===== src/rtl/i2c_scl_clkgen.sv =====
module i2c_scl_clkgen #(
  parameter int RW = 7,
  parameter int PRESCALE = 4,
  parameter int SYNC = 2
) (
  input  logic          clk,
  input  logic          rst_n,
  input  logic          en,
  input  logic [RW-1:0] reload,
  input  logic          req_valid,
  input  logic          req_high,
  input  logic          scl_in,
  output logic          scl_drive_low,
  output logic          half_done,
  output logic          busy
);
  localparam int PW = (PRESCALE > 1) ? $clog2(PRESCALE) : 1;
  localparam logic [PW-1:0] PRE_LAST = PW'(PRESCALE - 1);

  logic [SYNC-1:0] sync_q;
  logic [PW-1:0]   pre;
  logic [RW-1:0]   cnt;
  logic            waiting;

  wire             scl_s = sync_q[SYNC-1];
  wire             tick  = (pre == PRE_LAST);
  wire [RW-1:0]    eff   = (reload == '0) ? RW'(1) : reload;

  always_ff @(posedge clk or negedge rst_n)
    if (!rst_n) sync_q <= '0;
    else        sync_q <= {sync_q[SYNC-2:0], scl_in};

  always_ff @(posedge clk or negedge rst_n) begin
    if (!rst_n) begin
      scl_drive_low <= 1'b0;
      half_done     <= 1'b0;
      busy          <= 1'b0;
      waiting       <= 1'b0;
      cnt           <= '0;
      pre           <= '0;
    end else if (!en) begin
      scl_drive_low <= 1'b0;
      half_done     <= 1'b0;
      busy          <= 1'b0;
      waiting       <= 1'b0;
      cnt           <= '0;
      pre           <= '0;
    end else begin
      half_done <= 1'b0;
      if (req_valid) begin
        busy <= 1'b1;
        if (req_high) begin
          scl_drive_low <= 1'b0;
          waiting       <= 1'b1;
        end else begin
          scl_drive_low <= 1'b1;
          waiting       <= 1'b0;
          cnt           <= eff;
          pre           <= '0;
        end
      end else if (waiting) begin
        if (scl_s) begin
          waiting <= 1'b0;
          cnt     <= eff;
          pre     <= '0;
        end
      end else if (busy) begin
        pre <= tick ? '0 : pre + PW'(1);
        if (tick) begin
          cnt <= cnt - RW'(1);
          if (cnt == RW'(1)) begin
            busy      <= 1'b0;
            half_done <= 1'b1;
          end
        end
      end
    end
  end


  low_req_chk: assert property (@(posedge clk) disable iff (!rst_n)
    en && req_valid && !req_high |=> scl_drive_low && busy);

  stretch_hold_chk: assert property (@(posedge clk) disable iff (!rst_n)
    en && waiting && !scl_s && !req_valid |=> busy && !half_done && waiting);

  strobe_single_chk: assert property (@(posedge clk) disable iff (!rst_n)
    half_done |-> !busy);

  strobe_once_chk: assert property (@(posedge clk) disable iff (!rst_n)
    half_done |=> !half_done);

  fall_strobe_chk: assert property (@(posedge clk) disable iff (!rst_n)
    $fell(busy) && $past(en) |-> half_done);

  disable_idle_chk: assert property (@(posedge clk) disable iff (!rst_n)
    !en |=> !busy && !scl_drive_low && !half_done);
endmodule


===== config.mk =====
export PLATFORM = sky130hd
export DESIGN_NAME = i2c_scl_clkgen
export DESIGN_NICKNAME = d
export VERILOG_FILES = /design/src/rtl/i2c_scl_clkgen.sv
export SDC_FILE = /design/constraint.sdc
export NUM_CORES = 1
export LEC_CHECK = 0
export BUFFER_PORTS_ARGS = -buffer_cell sky130_fd_sc_hd__buf_2
export CORE_MARGIN = 3
export CORE_UTILIZATION = 50
export CTS_CLUSTER_DIAMETER = 80
export DETAILED_ROUTE_END_ITERATION = 10
export PLACE_DENSITY = 0.72
export SETUP_SLACK_MARGIN = 0.3
export SLEW_MARGIN = 20
export SYNTH_ARGS = -nofsm -noshare
export SYNTH_HDL_FRONTEND = slang
export SYNTH_SLANG_ARGS = --single-unit

===== constraint.sdc =====
create_clock -name clk -period 1.8 [get_ports clk]
set_input_delay 0.27 -clock clk [delete_from_list [all_inputs] [get_ports clk]]
set_output_delay 0.27 -clock clk [all_outputs]
set_load 0.01 [all_outputs]

==> metrics.cfg, run 1 <==
[clock_tree]
htreeDepth=1
clkTransAtPathRegs_ns=0.10
cts.sinks=15
cts_buffers=3
clk_path_buf_depth=2
cts_root_buf=clkbuf_4
clock_latency_ns=0.28
postCtsSetupBuffers=0
cts_tree=built

[synthesis]
postSynthAreaPerCell_um2=10.10
synth_seq_area_share_pct=40.38
syn_area_um2=929.6
yosysWarnings=0
synth.distinct_cells=41
ys_ff_latch=15
synthCells=92
synth_nets=108

[timing]
fin_worst_skew_ns=0.003554
rsz0062_at_grt=no
final_max_slew_viol_count=0
fin_crit_ns=1.406
finalCritPeriodShare_pct=78.14
hold_slack_ns=0.08839
max_slew_margin_pct=74.46
finalSetupViolations=0
setup_tns_ns=0
max_freq_mhz=711.0
hold_violations=0
setup_ws_ns=0.3936
worst_pin_slew_ns=0.3827

[final_layout]
synthToLayoutAreaGrowth_pct=12.79
num-fill-cells=151
final_area_um2=1049
final_core_util_pct=64.36
diodes=0
regArea_um2=375.4
multi_input_area_um2=505.5
nNetsFinal=127
fin_cells=134
final_layout_size_suffix_gt1_share_pct=27.27

[floorplanning]
die_h_um=49.12
initial_core_util_pct=57.07
chipWidth_um=49.12
row_count=14
core_area_um2=1629
io_pins=16
die_area_um2=2413

[drt]
wl_per_cell_um=14.29
drt-initial-drc-count=27
routed_wirelength_um=1915
drt_pre_antenna_iters=6
routed_via_density=5.910
ant_nets=0
dr_total_vias=792
drc_errors=0

[pwr]
powerDensity_nw_per_um2=715.7
finalPower_uw=750.4
leakage_nw=0.4703
peakVddDrop_uv=494.4

[place]
place.gp.congestion=0.9128
place_area_um2=1005
portBuffers=15
pre_cts_slack_ns=0.3527
hpwl_um=1389
dp_cells=129

[status]
status=finished clean

[grt]
grt_max_degree=18
grtUsageTotal_pct=18.70
antenna_found_initial=0
grt_pass1_vias=736
grt_pass1_wl_um=3539
grt_overflow_total=0

[critical_path]
worstPathArrival_ns=1.57
slowest_stage=dfrtp_1
start_kind=flip-flop
crit_path_max_incr_delay_ns=0.46
path_max_fanout=13
crit_chain=or2_4 > a22o_1 > o2111ai_1 > o311ai_2
crit_type=flip-flop to flip-flop
required_ns=1.96
worst_setup_path_end_kind=flip-flop

[worst_hold_path]
hp-class=input pin to flip-flop

[flow_run]
maxCapViolCount=0

layout make-up:
| cell class | instances | area share (%) |
|---|---|---|
| multi-input combinational | 70 | 48.21 |
| sequential | 15 | 35.80 |
| timing repair buffer | 18 | 9.546 |
| tap | 24 | 2.864 |
| clock buffer | 4 | 2.506 |
| inverter | 3 | 1.074 |
timing repair:
action	4_1_cts	5_1_grt
hold buffers	1	0
hold endpoints to repair	15	0
gates resized for setup	0	1
setup endpoints to repair	0	7
state kept, by name, summed over array words and instances, names as in the netlist:
register and count:
scl_drive_low 1, waiting 1, half_done 1, sync_q 2, cnt 7, pre 2
busy 1
routing by layer:
metal  part of all wire [%]  wire length, um  vias up  track usage (%)
met5                      0                0        -                0
met4                    1.1               21        0            7.109
met3                    6.2              119        4            4.587
met2                     45              861       29            27.01
met1                     48              913      383            26.58
li1                       -                -      376                -
worst max-delay path: cells and delay by family (launching register included):
kind               cells  cell delay (ns)
AOI/OAI and AO/OA      3             0.48
DFF                    1             0.46
and+or+nand+nor        1             0.35
logic make-up after synthesis:
group                    share of synthesized area, %
buffers and inverters                           6.056
AO/OA/AOI/OAI                                   25.03
adder cells (fa/ha/maj)                         4.038
multiplexers                                    2.154
AND/OR/NAND/NOR                                 22.34
flip-flops                                      40.38
cells in the final DEF, fill, tap and decap left out, types with 2 or more instances in the layout:
cell and instances:
a21boi_1 2, a21oi_1 3, buf_2 15, buf_4 2
clkbuf_4 3, dfrtp_1 15, ha_1 3, inv_1 3
mux2i_1 2, nand2_1 6, nand2b_1 2, nand3_1 3
nand4_1 2, nor2_1 8, nor2b_1 2, nor3_1 4
o211ai_1 2, o21ai_1 4, o2bb2ai_1 3
final timing paths:
kind	start	end	slack, ns	cells past startpoint
worst max-delay path	waiting	cnt[3]	0.39	4
max in group asynchronous	rst_n	pre[0]	1.13	2
min in group asynchronous	rst_n	cnt[3]	0.41	2
worst min register to register	sync_q[0]	sync_q[1]	0.36	0
worst max register to register	waiting	cnt[3]	0.39	4
worst min-delay path	scl_in	sync_q[0]	0.09	1
report_power, final:
part	leakage, nW	internal, mW	switching [mW]
sequential	0.198	0.356	0.0193
clock	0.0150	0.0860	0.113
combinational	0.257	0.0779	0.0979
total	0.470	0.520	0.230
cell usage after synthesis (all sizes together):
cell	n	area, um2
and2	2	12.52
inv	3	11.26
a22o	1	8.760
nand3	3	15.01
nor2	9	36.29
o31ai	1	7.510
o2bb2ai	3	26.28
nor3	5	30.03
o211a	1	10.01
nor3b	1	7.510
a211o	1	8.760
buf	4	45.04
nand4b	1	8.760
o311ai	1	16.27
a21o	1	8.760
nand4	2	12.51
ha	3	37.54
and3b	1	8.760
o21ai	5	28.78
nand2	7	28.78
nand2b	2	12.51
a31oi	1	6.260
or2	1	8.760
o21a	1	15.01
a21boi	3	26.27
or3	1	6.260
a32o	1	10.01
dfrtp	15	375.4
mux2i	2	20.02
or4	1	7.510
a21oi	3	15.01
o211ai	3	36.28
nor2b	2	12.51
o2111ai	1	8.760
No activity file was read; power rests on OpenSTA's default activity.
==> inputs of run 2 (changes only) <==
- CORE_UTILIZATION: 50 -> 48
- PLACE_DENSITY: 0.72 -> 0.73
- clock period: 1.8 -> 1.2 ns (I/O delays scaled with it)
==> run 2 against run 1 <==
Net effect: the run now ends with setup timing left; critical endpoint is now busy; clock skew increased by 0.0060 ns; clock power is 50% higher; critical path type unchanged; global-route usage increased by 1.1 points; clock-buffer cell count fell by 1.
==> metrics.cfg, run 2 (same netlist as run 1, synthesis figures left out) <==
[status]
status=finished, violations left
failed_checks=setup timing

[final_layout]
final_cell_mix=buf_4 (19), dfrtp_1 (14), buf_2 (14)
mostFrequentLayoutCell=buf_4
final_layout_size_suffix_gt1_share_pct=46.62  ; +19 points
final_core_util_pct=74.04  ; +9.7 points
final_area_um2=1320  ; +26%
diodes=0  ; unchanged
top_regs=cnt x7, pre x2, sync_q x2
regMostFlops=cnt
synthToLayoutAreaGrowth_pct=41.99
largest_register_ff_count=7  ; unchanged
nNetsFinal=150  ; +18%

[pwr]
intPower_uw=863.5  ; +66%
p_clk_share_pct=23.7  ; -2.8 points
p_sw_share_pct=31.39  ; +0.74 points
comb_power_share_pct=31.4  ; +8.0 points
pwr-share-seq_pct=44.9  ; -5.2 points
powerDensity_nw_per_um2=953.4  ; +33%
leakage_nw=0.5959  ; +27%
peakVddDrop_uv=779.1  ; +58%
finalPower_mw=1.259  ; +68%
p_sw_uw=395.0  ; +72%

[timing]
rsz0062_at_grt=yes
finalCritPeriodShare_pct=117.1  ; +39 points
worst_pin_slew_ns=0.3391  ; -0.04363 ns
fin_crit_ns=1.405  ; -0.001812 ns
setup_tns_ns=-1.622  ; -1.622 ns
hold_violations=0  ; unchanged
max_slew_margin_pct=77.39  ; +2.9 points
fin_worst_skew_ns=0.009550  ; +0.005996 ns
final_max_slew_viol_count=0  ; unchanged
setup_ws_ns=-0.2046  ; -0.5982 ns
finalSetupViolations=12  ; +12
max_freq_mhz=711.9  ; +0.13%

[flow_run]
maxCapViolCount=0  ; unchanged

[clock_tree]
clk_path_buf_depth=2  ; unchanged
cts_buffers=3  ; unchanged
cts_tree=built
htreeDepth=1  ; unchanged
cts.sinks=15  ; unchanged
clock_latency_ns=0.29  ; about the same
cts_root_buf=clkbuf_4
clkTransAtPathRegs_ns=0.10  ; about the same

[drt]
drt_pre_antenna_iters=4  ; -2
drc_errors=0  ; unchanged
routed_via_density=5.525  ; -6.5%
wl_per_cell_um=15.11  ; +5.7%
routed_wirelength_um=2387  ; +25%
ant_nets=0  ; unchanged
drt-initial-drc-count=11  ; -59%
dr_total_vias=873  ; +10%

[grt]
grt_max_degree=16  ; -2
antenna_found_initial=0  ; unchanged
grt_pass1_wl_um=3808  ; +7.6%
grt_overflow_total=0  ; unchanged
grt_pass1_vias=819  ; +11%
grtUsageTotal_pct=19.77  ; +1.1 points

[floorplanning]
initial_core_util_pct=52.14  ; -4.9 points
die_h_um=50.01  ; +1.8%
core_area_um2=1783  ; +9.4%
row_count=15  ; +1
die_area_um2=2501  ; +3.7%
io_pins=16  ; unchanged
chipWidth_um=50.01  ; +1.8%

[critical_path]
start_kind=flip-flop
crit_type=flip-flop to flip-flop
required_ns=1.38  ; -0.58 ns
worstPathArrival_ns=1.58  ; about the same
path_max_fanout=3  ; -10
worst_setup_path_end_kind=flip-flop

[worst_hold_path]
hp-class=input pin to flip-flop

[place]
hpwl_um=1717  ; +24%
place_area_um2=1185  ; +18%
place.gp.congestion=0.8617  ; -5.6%
portBuffers=15  ; unchanged

==> run 2: stage by stage <==
stage	setup slack [ns]	instances	hold slack, ns
final	-0.2046	158	0.1837
after global placement	-0.1636	149	0.1031
after global routing	-0.2579	158	0.1744
after detailed placement	-0.1676	149	0.1039
after CTS	-0.1876	156	0.1838
after floorplan	-0.07967	92	-0.1156
==> run 2: worst max-delay path: stages, from the launching register on <==
cell	delay [ns]
dfrtp_1	0.39
or3_4	0.42
nor3_4	0.20
nand4_1	0.14
o211a_1	0.14
==> run 2: power by group through the flow <==
| stage | Clock (mW) | Combinational (mW) | Sequential [mW] |
|---|---|---|---|
| 2_1_floorplan | 0 | 0.204 | 0.572 |
| 3_3_place_gp | 0 | 0.331 | 0.569 |
| 3_5_place_dp | 0 | 0.336 | 0.570 |
| 4_1_cts | 0.303 | 0.367 | 0.562 |
| 5_1_grt | 0.334 | 0.428 | 0.570 |
| 6_report | 0.298 | 0.395 | 0.565 |
==> run 2: repair_timing <==
action                     in CTS  in global routing
setup endpoints to repair      14                 14
hold endpoints to repair       16                  0
gates resized for setup         8                  7
hold buffers                    2                  0
buffers inserted                1                  1
cloned                          0                  1
pin swaps                       0                  5
==> run 2: worst paths after layout <==
kind                            startpoint   endpoint  slack (ns)  cells after the start
worst min register to register   sync_q[0]  sync_q[1]        0.36                      0
worst max-delay path                cnt[4]       busy       -0.20                      4
worst min-delay path             reload[5]     cnt[5]        0.18                      3
max in group asynchronous            rst_n    waiting        0.59                      2
worst max register to register      cnt[4]       busy       -0.20                      4
min in group asynchronous            rst_n     cnt[5]        0.33                      2
==> run 2: final cells by class <==
| type | count | area [um2] |
|---|---|---|
| clock buffer | 3 | 22.52 |
| clock inverter | 1 | 5.005 |
| fill | 145 | 462.9 |
| inverter | 3 | 11.26 |
| multi-input combinational | 71 | 584.3 |
| sequential | 15 | 376.6 |
| tap | 25 | 31.28 |
| timing repair buffer | 40 | 289.0 |
==> run 2: layer usage <==
metal	up-vias	routed length, um	share of wire [%]	track usage, %
met5	-	0	0	0
met3	4	82	3.4	3.625
met1	422	1053	44	26.33
li1	425	-	-	-
met2	22	1228	51	32.39
met4	0	23	0.96	5.530
